$ cat config.mk
export PLATFORM = sky130hd
export DESIGN_NAME = mux_addr_bitmem
export DESIGN_NICKNAME = d
export VERILOG_FILES = /design/src/rtl/mab_pkg.sv /design/src/rtl/mab_strobe_ctl.sv /design/src/rtl/mab_cell_array.sv /design/src/rtl/mab_refresh_mon.sv /design/src/rtl/mux_addr_bitmem.sv
export SDC_FILE = /design/constraint.sdc
export NUM_CORES = 1
export LEC_CHECK = 0
export BUFFER_PORTS_ARGS = -buffer_cell sky130_fd_sc_hd__buf_4
export CAP_MARGIN = 20
export CORE_AREA = 4 4 132 134
export DETAILED_ROUTE_END_ITERATION = 8
export DIE_AREA = 0 0 136 138
export PLACE_DENSITY = 0.65
export SYNTH_ARGS = -nofsm -noshare
export SYNTH_HDL_FRONTEND = slang
export SYNTH_SLANG_ARGS = --single-unit
$ cat constraint.sdc
create_clock -name clk -period 1.75 [get_ports clk]
set_input_delay 0.2625 -clock clk [delete_from_list [all_inputs] [get_ports clk]]
set_output_delay 0.2625 -clock clk [all_outputs]
set_load 0.01 [all_outputs]
$ cat src/rtl/mab_pkg.sv
package mab_pkg;

   typedef enum logic [1:0] {
      ACC_IDLE  = 2'd0,
      ACC_READ  = 2'd1,
      ACC_WRITE = 2'd2
   } acc_e;

   function automatic int unsigned wider(input int unsigned a, input int unsigned b);
      return (a > b) ? a : b;
   endfunction

endpackage

$ cat src/rtl/mab_strobe_ctl.sv
module mab_strobe_ctl
   import mab_pkg::*;
#(
   parameter int ROW_W = 3,
   parameter int COL_W = 3,
   parameter int AW    = 3
) (
   input  logic             clk,
   input  logic             rst_n,
   input  logic [AW-1:0]    addr,
   input  logic             row_stb_n,
   input  logic             col_stb_n,
   input  logic             wr_n,
   output logic [ROW_W-1:0] row_q,
   output logic [COL_W-1:0] col_idx,
   output acc_e             acc,
   output logic             act_fire,
   output logic [ROW_W-1:0] act_row,
   output logic             proto_err
);

   logic row_open;
   logic col_busy;
   logic col_fire;
   logic col_orphan;

   assign act_fire   = !row_stb_n && !row_open;
   assign act_row    = addr[ROW_W-1:0];
   assign col_fire   = !col_stb_n && !col_busy && row_open;
   assign col_orphan = !col_stb_n && !col_busy && !row_open;
   assign col_idx    = addr[COL_W-1:0];

   always_comb begin
      acc = ACC_IDLE;
      if (col_fire) acc = wr_n ? ACC_READ : ACC_WRITE;
   end

   always_ff @(posedge clk or negedge rst_n) begin
      if (!rst_n) begin
         row_open  <= 1'b0;
         row_q     <= '0;
         col_busy  <= 1'b0;
         proto_err <= 1'b0;
      end else begin
         if (row_stb_n) begin
            row_open <= 1'b0;
         end else if (!row_open) begin
            row_open <= 1'b1;
            row_q    <= act_row;
         end
         if (col_stb_n)     col_busy  <= 1'b0;
         else if (col_fire) col_busy  <= 1'b1;
         if (col_orphan)    proto_err <= 1'b1;
      end
   end

endmodule

$ cat src/rtl/mab_cell_array.sv
module mab_cell_array
   import mab_pkg::*;
#(
   parameter int ROW_W = 3,
   parameter int COL_W = 3
) (
   input  logic             clk,
   input  logic             rst_n,
   input  logic [ROW_W-1:0] row_q,
   input  logic [COL_W-1:0] col_idx,
   input  acc_e             acc,
   input  logic             col_stb_n,
   input  logic             din,
   output logic             dout
);

   localparam int ROWS = 1 << ROW_W;
   localparam int COLS = 1 << COL_W;

   logic [COLS-1:0] cells [ROWS];

   always_ff @(posedge clk or negedge rst_n) begin
      if (!rst_n) begin
         for (int r = 0; r < ROWS; r++) cells[r] <= '0;
      end else if (acc == ACC_WRITE) begin
         cells[row_q][col_idx] <= din;
      end
   end

   always_ff @(posedge clk or negedge rst_n) begin
      if (!rst_n) begin
         dout <= 1'b0;
      end else if (col_stb_n) begin
         dout <= 1'b0;
      end else if (acc == ACC_READ) begin
         dout <= cells[row_q][col_idx];
      end else if (acc == ACC_WRITE) begin
         dout <= 1'b0;
      end
   end

endmodule

$ cat src/rtl/mab_refresh_mon.sv
module mab_refresh_mon #(
   parameter int ROW_W         = 3,
   parameter int REFRESH_LIMIT = 100
) (
   input  logic             clk,
   input  logic             rst_n,
   input  logic             act_fire,
   input  logic [ROW_W-1:0] act_row,
   output logic             refresh_miss
);

   localparam int ROWS = 1 << ROW_W;
   localparam int CW   = $clog2(REFRESH_LIMIT + 1);

   logic [ROWS-1:0] expired;

   for (genvar r = 0; r < ROWS; r++) begin : g_row_timer
      logic [CW-1:0] age;
      logic          hit;
      assign hit        = act_fire && (act_row == ROW_W'(r));
      assign expired[r] = (age == CW'(REFRESH_LIMIT));
      always_ff @(posedge clk or negedge rst_n) begin
         if (!rst_n)           age <= '0;
         else if (hit)         age <= '0;
         else if (!expired[r]) age <= age + CW'(1);
      end
   end

   always_ff @(posedge clk or negedge rst_n) begin
      if (!rst_n)        refresh_miss <= 1'b0;
      else if (|expired) refresh_miss <= 1'b1;
   end

endmodule

$ cat src/rtl/mux_addr_bitmem.sv
module mux_addr_bitmem
   import mab_pkg::*;
#(
   parameter int ROW_W         = 3,
   parameter int COL_W         = 3,
   parameter int REFRESH_LIMIT = 100,
   localparam int AW           = (ROW_W > COL_W) ? ROW_W : COL_W
) (
   input  logic          clk,
   input  logic          rst_n,
   input  logic [AW-1:0] addr,
   input  logic          row_stb_n,
   input  logic          col_stb_n,
   input  logic          wr_n,
   input  logic          din,
   output logic          dout,
   output logic          proto_err,
   output logic          refresh_miss
);

   if (ROW_W < 1 || ROW_W > 12) begin : g_bad_row
      $error("mux_addr_bitmem: ROW_W out of range");
   end
   if (COL_W < 1 || COL_W > 12) begin : g_bad_col
      $error("mux_addr_bitmem: COL_W out of range");
   end
   if (REFRESH_LIMIT < 2) begin : g_bad_limit
      $error("mux_addr_bitmem: REFRESH_LIMIT must be at least 2");
   end
   if (AW != int'(wider(ROW_W, COL_W))) begin : g_bad_aw
      $error("mux_addr_bitmem: address width mismatch");
   end

   logic [ROW_W-1:0] row_q;
   logic [COL_W-1:0] col_idx;
   acc_e             acc;
   logic             act_fire;
   logic [ROW_W-1:0] act_row;

   mab_strobe_ctl #(.ROW_W(ROW_W), .COL_W(COL_W), .AW(AW)) u_ctl (
      .clk       (clk),
      .rst_n     (rst_n),
      .addr      (addr),
      .row_stb_n (row_stb_n),
      .col_stb_n (col_stb_n),
      .wr_n      (wr_n),
      .row_q     (row_q),
      .col_idx   (col_idx),
      .acc       (acc),
      .act_fire  (act_fire),
      .act_row   (act_row),
      .proto_err (proto_err)
   );

   mab_cell_array #(.ROW_W(ROW_W), .COL_W(COL_W)) u_cells (
      .clk       (clk),
      .rst_n     (rst_n),
      .row_q     (row_q),
      .col_idx   (col_idx),
      .acc       (acc),
      .col_stb_n (col_stb_n),
      .din       (din),
      .dout      (dout)
   );

   mab_refresh_mon #(.ROW_W(ROW_W), .REFRESH_LIMIT(REFRESH_LIMIT)) u_refresh (
      .clk          (clk),
      .rst_n        (rst_n),
      .act_fire     (act_fire),
      .act_row      (act_row),
      .refresh_miss (refresh_miss)
   );

endmodule

# After elaboration in Yosys (flattened, before gate mapping)
# Cells that the tools add are included.
# word_totals
reg_bits,128
in_bits,9
out_inout_bits,3
word_cells,119
# classes
addsub,8
order_cmp,4
eq_ne,25
n_mux,34
bitwise_logic,3
reduce_logical,23
# ops
operator,n
two-way mux 7 bit,16
bitwise mux 64 bit,1
adder 7 x 1 -> 7 bit (second input constant),8
== test 7 bit (second input constant),8
binary-select mux 8 bit (select 3 bit),1
demux 8 bit (select 3 bit),1
two-way mux 8 bit,3
!= test 2 bit (second input constant),8
logical AND 1 bit,14
== test 3 bit (second input constant),4
two-way mux 1 bit,8
OR reduction 8 bit,1
== test 3 x 2 -> 1 bit (second input constant),2
>= comparator 4 bit (second input constant),1
zero test 1 bit,4
< comparator 3 x 4 -> 1 bit (second input constant),1
< comparator 4 x 1 -> 1 bit (second input constant),1
two-way mux 2 bit,2
inverter 3 -> 4 bit,1
binary-select mux 1 bit (select 3 bit),1
demux 1 bit (select 3 bit),1
== test 3 x 1 -> 1 bit (second input constant),1
>= comparator 3 x 1 -> 1 bit (second input constant),1
zero test 3 bit,1
other kinds (6),7

# Depth between registers and ports, before layout
# Gate-level depths: netlist of run 1.
# depth
word_depth,8
mapped_depth,8
mapped_depth_nobuf,7

# Hierarchy
# From an unflattened synthesis of run 1, not the netlist that was laid out.
# hier_totals
hier_cells,639
area_unflattened_um2,6723.9
# modules_own_cells
module,n_inst,cells_each,area_per_inst_um2,seq_area_each_um2
mab_cell_array,1,316,3508.4,1626.6
mab_refresh_mon,1,300,2922.8,1426.4
mab_strobe_ctl,1,23,292.8,150.1

# Least setup slack after synthesis of run 1
# Ideal clock, no wire load.
# synth_path
path_type,reg-to-reg
startpoint,register u_ctl.row_open
endpoint,register u_cells.cells[49] (netlist bit)
setup_ns,0.128
arrival_ns,1.567
path_slack_ns,0.055
stages_incl_launch_ff,7
synth_period_minus_slack_ns,1.695
cell_sequence,dfrtp_1 > clkbuf_1 > nand2_1 > or3_1 > clkbuf_1 > nor2_1 > mux2_1
# synth_via
elab_chain_cells,3
# synth_rtl
element,line,source
start: declaration,mab_strobe_ctl.sv:22,logic row_open;
start signal: assignment,mab_strobe_ctl.sv:40,row_open <= 1'b0;
start signal: assignment,mab_strobe_ctl.sv:46,row_open <= 1'b0;
start signal: assignment,mab_strobe_ctl.sv:48,row_open <= 1'b1;
logical AND 1 bit,mab_strobe_ctl.sv:29,assign col_fire = !col_stb_n && !col_busy && row_open;
two-way mux 2 bit,mab_strobe_ctl.sv:35,if (col_fire) acc = wr_n ? ACC_READ : ACC_WRITE;
== test 2 bit,mab_cell_array.sv:25,end else if (acc == ACC_WRITE) begin
end signal: indexed assignment,mab_cell_array.sv:26,cells[row_q][col_idx] <= din;
end: declaration,mab_cell_array.sv:20,logic [COLS-1:0] cells [ROWS];
# No other way between the ends.
# A chain may end at the register's enable or synchronous reset.

# Worst setup path in the final report of run 1
# layout_path
startpoint,register u_ctl.row_q[0]
endpoint,register u_cells.dout
# layout_via
elab_chain_cells,8
# layout_rtl
element,line,source
start: declaration,mab_strobe_ctl.sv:14,"output logic [ROW_W-1:0] row_q,"
start signal: assignment,mab_strobe_ctl.sv:49,row_q <= act_row;
inverter 3 -> 4 bit (not written as such),mab_cell_array.sv:36,dout <= cells[row_q][col_idx];
binary-select mux 8 bit (select 3 bit),mab_cell_array.sv:36,
two-way mux 8 bit (not written as such) (2 in series),mab_cell_array.sv:36,
binary-select mux 1 bit (select 3 bit),mab_cell_array.sv:36,
two-way mux 1 bit (not written as such),mab_cell_array.sv:36,
two-way mux 1 bit,mab_cell_array.sv:35,end else if (acc == ACC_READ) begin
two-way mux 1 bit,mab_cell_array.sv:33,end else if (col_stb_n) begin
end signal: assignment,mab_cell_array.sv:36,
end: declaration,mab_cell_array.sv:14,output logic dout
# No other way between the ends. The select of a mux whose other input is x is not followed.

==> out/qor.csv, run 1 <==
stage;metric;value;unit
run_status;outcome;finished, violations left;
run_status;violations;negative setup slack;
logic_synthesis;synth_flop_cell;dfrtp_1;
cts;cts-root-buf;clkbuf_16;
worst_setup_path;critPathLaunchType;flop;
sta;tightestPinTransition;583.3;ps
sta;rsz0062_at_grt;yes;
sta;max_freq;548.7;MHz
sta;finalHoldViolCount;0;
pwr;ir_worst_vdd;0.6965;mV
floorplan;fp.dieW;136;microns
worst_setup_path;reg2reg_slack;-70;ps
logic_synthesis;ys_types;51;
logic_synthesis;avgSynthCellArea;10.06;sq um
logic_synthesis;async_flop_share;1.000;
detailed_routing;wire_per_inst;15.36;microns
grt;grt_usage;0.1653;
pwr;leakagePower;3.619;nW
grt;antenna_found_initial;0;
finish;mostFrequentLayoutCell;dfrtp_1;
finish;stdcell_count;951;
sta;finalSetupTns;-164.3;ps
floorplan;fp-row-count;47;
floorplan;die_y;138;microns
detailed_routing;first_pass_iters;6;
worst_setup_path;critPathLaunch;u_ctl.row_q[0];
grt;overflow;0;
hold_path;holdCritStartpoint;row_stb_n;
hold_path;worstHoldPathCells;2;
sta;period_needed;1823;ps
logic_synthesis;netlist_instances;654;
sta;finalWorstSetupSlack;-72.59;ps
logic_synthesis;ys_seq_elements;128;
sta;finalCritPeriodShare;1.041;
logic_synthesis;synth_nets;679;
place;port_buffers;11;
finish;nNetsFinal;743;
sta;finalClockSkew;5.435;ps
floorplan;initial_core_util;0.4038;
cts;cts_inserted_buffers;17;
sta;finalSetupViolCount;6;
grt;grt_pass1_wl;25.06;mm
grt;grt_max_degree;74;
detailed_routing;vias_per_cell;5.178;
cts;clk_pin_slew;60;ps
place;place_inst;912;
logic_synthesis;ys_warn_count;0;
logic_synthesis;ys_seq_area_frac;0.4870;
cts;clk_path_buf_depth;2;
place;gp_congestion;0.8118;
detailed_routing;ant_nets;0;
place;dp_hpwl;9.878;mm
job;cap_violations;0;
worst_setup_path;cp.required;2050;ps
floorplan;core_area;16290;sq um
finish;antennaDiodeCount;0;
worst_setup_path;crit_type;reg -> reg;
detailed_routing;route.detailed.drc;0;
cts;h-tree-depth;4;
worst_setup_path;critPathArrivalTime;2120;ps
cts;insertion_delay;420;ps
floorplan;dieArea;18770;sq um
worst_setup_path;end_kind;flop;
grt;grt_pass1_vias;5111;
logic_synthesis;synth_top_area_frac;0.4870;
sta;slew_headroom;0.6112;
worst_setup_path;r2r_cells;6;
pwr;power_density;1276;nW/um^2
cts;cts_sinks;128;
worst_setup_path;cp_max_fo;26;
sta;slew_violations;0;
detailed_routing;wirelength;14.61;mm
finish;syn2layout_area_growth;25.55;%
logic_synthesis;yosysTopAreaCell;dfrtp_1;
worst_setup_path;r2r_start;u_ctl.row_q[0];
floorplan;io_pins;12;
logic_synthesis;synth_area_leaders;dfrtp_1 (49%), mux2_1 (8.4%), nor2_1 (6.6%);
finish;nFillCells;1449;
cts;tritoncts;built;
logic_synthesis;synth_edf_count;0;
finish;final_cell_mix;dfrtp_1 (128), nor2_1 (90), nand2_1 (62), buf_4 (56), mux2_1 (33);
detailed_routing;drtIter0Drc;298;
logic_synthesis;netlist_area;6578;sq um
detailed_routing;vias;4924;
hold_path;hp-class;in -> reg;
finish;drive_above_1_share;0.2681;
## cell type report
class	count	area (sq um)	area share
multi-input combinational	479	3480	0.4214
sequential	128	3203	0.3879
timing repair buffer	69	598.1	0.07242
clock buffer	19	452.9	0.05485
tap	220	275.3	0.03333
clock inverter	13	162.7	0.01970
inverter	23	86.33	0.01045
## flip-flops by register name, summed over array words and instances, names as in the netlist
name                       count
u_refresh.refresh_miss         1
u_cells.dout                   1
u_ctl.row_open                 1
u_ctl.row_q                    3
u_cells.cells                 64
u_ctl.col_busy                 1
u_ctl.proto_err                1
u_refresh.g_row_timer.age     56
## worst max-delay path: stages, from the launching register on
cell,delay (ps)
dfrtp_1,370
buf_12,180
mux4_2,560
mux2i_2,190
a211o_1,150
o211a_1,170
o31ai_2,70
## cells by family after synthesis
family,Yosys count,share of synthesized area
xor+xnor,24,0.03196
simple gates,294,0.2083
fa+ha+maj,16,0.03044
flops,128,0.4870
buf+inv,47,0.03234
mux,88,0.1541
compound gates,57,0.05593
## metrics by stage
step,cell area [sq um],power (mW),setup WS [ps],utilization,hold WS (ps)
2_1_floorplan,6578,6.009,55.46,-,-33.09
3_3_place_gp,7242,6.580,-121.8,0.4446,299.0
3_5_place_dp,7242,6.805,-165.0,0.4446,295.8
4_1_cts,7989,10.52,-95.20,0.4904,24.49
5_1_grt,8258,11.25,-164.8,0.5070,27.64
6_report,8258,10.54,-72.59,0.5070,45.48
## worst paths after layout
check	end
max in group asynchronous	u_cells.cells[5]
hold reg to reg	u_ctl.proto_err
setup reg to reg	u_cells.dout
setup / recovery	u_cells.dout
hold / removal	u_ctl.row_open
min in group asynchronous	u_refresh.g_row_timer[2].age[2]
## power by group
group	total (mW)	internal (mW)	leakage, nW	switching, mW
logic	2.48	1.11	1.67	1.37
registers	4.41	3.69	1.66	0.720
clock network	3.64	2.31	0.283	1.33
## synthesized netlist by cell type (all sizes together) (4+ instances only)
master,number
dfrtp,128
nor2,119
mux2,66
nand2,64
nand3,33
nor3,30
inv,23
o21ai,19
a21oi,18
mux2i,18
ha,16
xnor2,15
or3,13
buf,12
clkbuf,12
xor2,9
nand3b,7
nand4,7
nand2b,6
a221oi,5
nor3b,5
mux4,4
## routing by layer
metal  up-vias  track usage  wire length [microns]
li1       2386            -                      -
met1      2458       0.2215                   6845
met2        57       0.2621                   7141
met3        23      0.03815                    382
met4         0      0.06048                    235
met5         -            0                      0
## repair_timing
| action | 4_1_cts | 5_1_grt |
|---|---|---|
| endpoints found under the hold margin | 128 | 0 |
| pin swaps | 12 | 10 |
| setup endpoints to repair | 32 | 65 |
| resized for setup | 31 | 58 |
| setup buffers | 1 | 4 |
| hold buffers | 1 | 0 |
| cloned | 0 | 1 |
(Power assumes the default switching activity.)
==> run 2, diff against run 1 <==
--- a/config.mk
+++ b/config.mk
@@ -7,10 +7,12 @@
 export LEC_CHECK = 0
 export BUFFER_PORTS_ARGS = -buffer_cell sky130_fd_sc_hd__buf_4
 export CAP_MARGIN = 20
+export CELL_PAD_IN_SITES_DETAIL_PLACEMENT = 1
+export CELL_PAD_IN_SITES_GLOBAL_PLACEMENT = 1
 export CORE_AREA = 4 4 132 134
 export DETAILED_ROUTE_END_ITERATION = 8
 export DIE_AREA = 0 0 136 138
-export PLACE_DENSITY = 0.65
+export PLACE_DENSITY = 0.77
 export SYNTH_ARGS = -nofsm -noshare
 export SYNTH_HDL_FRONTEND = slang
 export SYNTH_SLANG_ARGS = --single-unit
==> run 2 against run 1 <==
Compared with the run above:
- the run still ends with negative setup slack left
- count of clock-buffer cells in the layout decreased by 1
- fmax decreased by 4.6%
- cell count increased by 1.9%
- cell area increased by 4.0%
- wire length increased by 35%
==> out/qor.csv, run 2 (synthesized netlist as in run 1, its figures left out) <==
stage;metric;value;unit
detailed_routing;ant_nets;0;
worst_setup_path;critPathLaunchType;flop;
cts;cts_sinks;128;
hold_path;hp-class;in -> reg;
place;port_buffers;11;
grt;grt_pass1_vias;5802;
finish;antennaDiodeCount;0;
floorplan;dieArea;18770;sq um
finish;drive_above_1_share;0.3124;
pwr;ir_worst_vdd;0.8183;mV
sta;slew_headroom;0.5848;
worst_setup_path;critPathArrivalTime;2210;ps
finish;largestRegisters;u_cells.cells: 64 flops, u_refresh.g_row_timer.age: 56 flops, u_ctl.row_q: 3 flops;
grt;grt_pass1_wl;30.38;mm
finish;mostFrequentLayoutCell;dfrtp_1;
finish;regArea;3204;sq um
run_status;outcome;finished, violations left;
pwr;finalPower;11.03;mW
sta;tightestPinTransition;622.8;ps
pwr;leakagePower;3.782;nW
place;place_inst;923;
finish;nFillCells;1753;
detailed_routing;vias_per_cell;5.591;
job;cap_violations;0;
worst_setup_path;cp.required;2050;ps
run_status;violations;negative setup slack;
detailed_routing;wire_per_inst;20.38;microns
sta;rsz0062_at_grt;yes;
finish;syn2layout_area_growth;30.51;%
grt;grt_usage;0.2041;
grt;antenna_found_initial;0;
cts;cts-root-buf;clkbuf_16;
detailed_routing;wirelength;19.75;mm
cts;insertion_delay;430;ps
cts;clk_pin_slew;60;ps
detailed_routing;route.detailed.drc;0;
sta;max_freq;523.2;MHz
floorplan;io_pins;12;
floorplan;initial_core_util;0.4038;
finish;multiInputGateArea;3567;sq um
grt;overflow;0;
worst_setup_path;crit_type;reg -> reg;
sta;finalClockSkew;6.600;ps
sta;finalHoldViolCount;0;
floorplan;core_area;16290;sq um
sta;period_needed;1911;ps
finish;stdcell_count;969;
floorplan;die_y;138;microns
sta;slew_violations;0;
sta;finalSetupViolCount;30;
finish;largest_reg_flops;64;
finish;nNetsFinal;761;
detailed_routing;drtIter0Drc;345;
detailed_routing;vias;5418;
cts;tritoncts;built;
sta;finalWorstSetupSlack;-161.4;ps
place;dp_slack;-142.6;ps
place;gp_congestion;0.8613;
place;dp_hpwl;12.00;mm
worst_setup_path;end_kind;flop;
cts;clk_path_buf_depth;2;
detailed_routing;first_pass_iters;4;
worst_setup_path;reg2reg_slack;-160;ps
sta;hold_ws;12.23;ps
worst_setup_path;cp_max_fo;5;
cts;h-tree-depth;4;
sta;finalCritPeriodShare;1.092;
finish;final_cell_mix;dfrtp_1 (127), nor2_1 (84), buf_4 (67), nand2_1 (60), nand3_1 (32);
cts;cts_inserted_buffers;17;
finish;largest-register;u_cells.cells;
floorplan;fp.dieW;136;microns
pwr;power_density;1285;nW/um^2
finish;final_core_util;0.5270;
floorplan;fp-row-count;47;
grt;grt_max_degree;65;
run 2: final cells by class:
cell class                      count  share of cell area
Clock buffer                       18             0.05116
Clock inverter                     14             0.02215
Inverter                           23             0.01006
Multi-Input combinational cell    479              0.4155
Sequential cell                   128              0.3733
Tap cell                          220             0.03207
Timing Repair Buffer               87             0.09576
run 2: worst paths after layout:
check                                     start                               to  cells after the start
worst max-delay path             u_ctl.row_q[2]                u_cells.cells[16]                      6
worst min-delay path                  row_stb_n                   u_ctl.row_open                      2
worst max register to register   u_ctl.row_q[2]                u_cells.cells[16]                      6
worst min register to register  u_ctl.proto_err                  u_ctl.proto_err                      1
max in group asynchronous                 rst_n                   u_ctl.row_q[2]                      3
min in group asynchronous                 rst_n  u_refresh.g_row_timer[1].age[6]                      2
run 2: through the flow:
stage	setup TNS [ps]	instance area, sq um
after floorplan	0	6578
final	-2009	8584
after global placement	-429.7	7350
after global routing	-4323	8584
after detailed placement	-1935	7350
after CTS	-231.4	8184
run 2: repair_timing:
action                                  CTS  global route
buffers inserted                          5             6
endpoints found under the hold margin    16             0
pin swaps                                15            22
hold buffers                              1             0
cloned                                    1             2
resized for setup                        37            84
endpoints found under the setup margin   24            57
run 2: routing by layer:
layer  share of wire  track usage  wire length (microns)  up-vias
li1                -            -                      -     2417
met1            0.41       0.2534                   8063     2831
met2            0.53       0.3478                  10530      138
met3           0.040      0.04978                    789       32
met4           0.019      0.06684                    369        0
met5               0            0                      0        -
run 2: where the power goes:
| group | leakage [nW] | switching, mW | internal [mW] | total [mW] |
|---|---|---|---|---|
| clock | 0.294 | 1.37 | 2.41 | 3.78 |
| combinational | 1.83 | 1.55 | 1.23 | 2.78 |
| sequential | 1.66 | 0.780 | 3.69 | 4.47 |
| total | 3.78 | 3.70 | 7.33 | 11.0 |
run 2: critical path, cell delays in order (launching register included):
cell,delay [ps]
dfrtp_2,390
buf_4,140
clkbuf_16,150
buf_4,120
nand3b_1,350
nor2_1,270
mux2_1,360
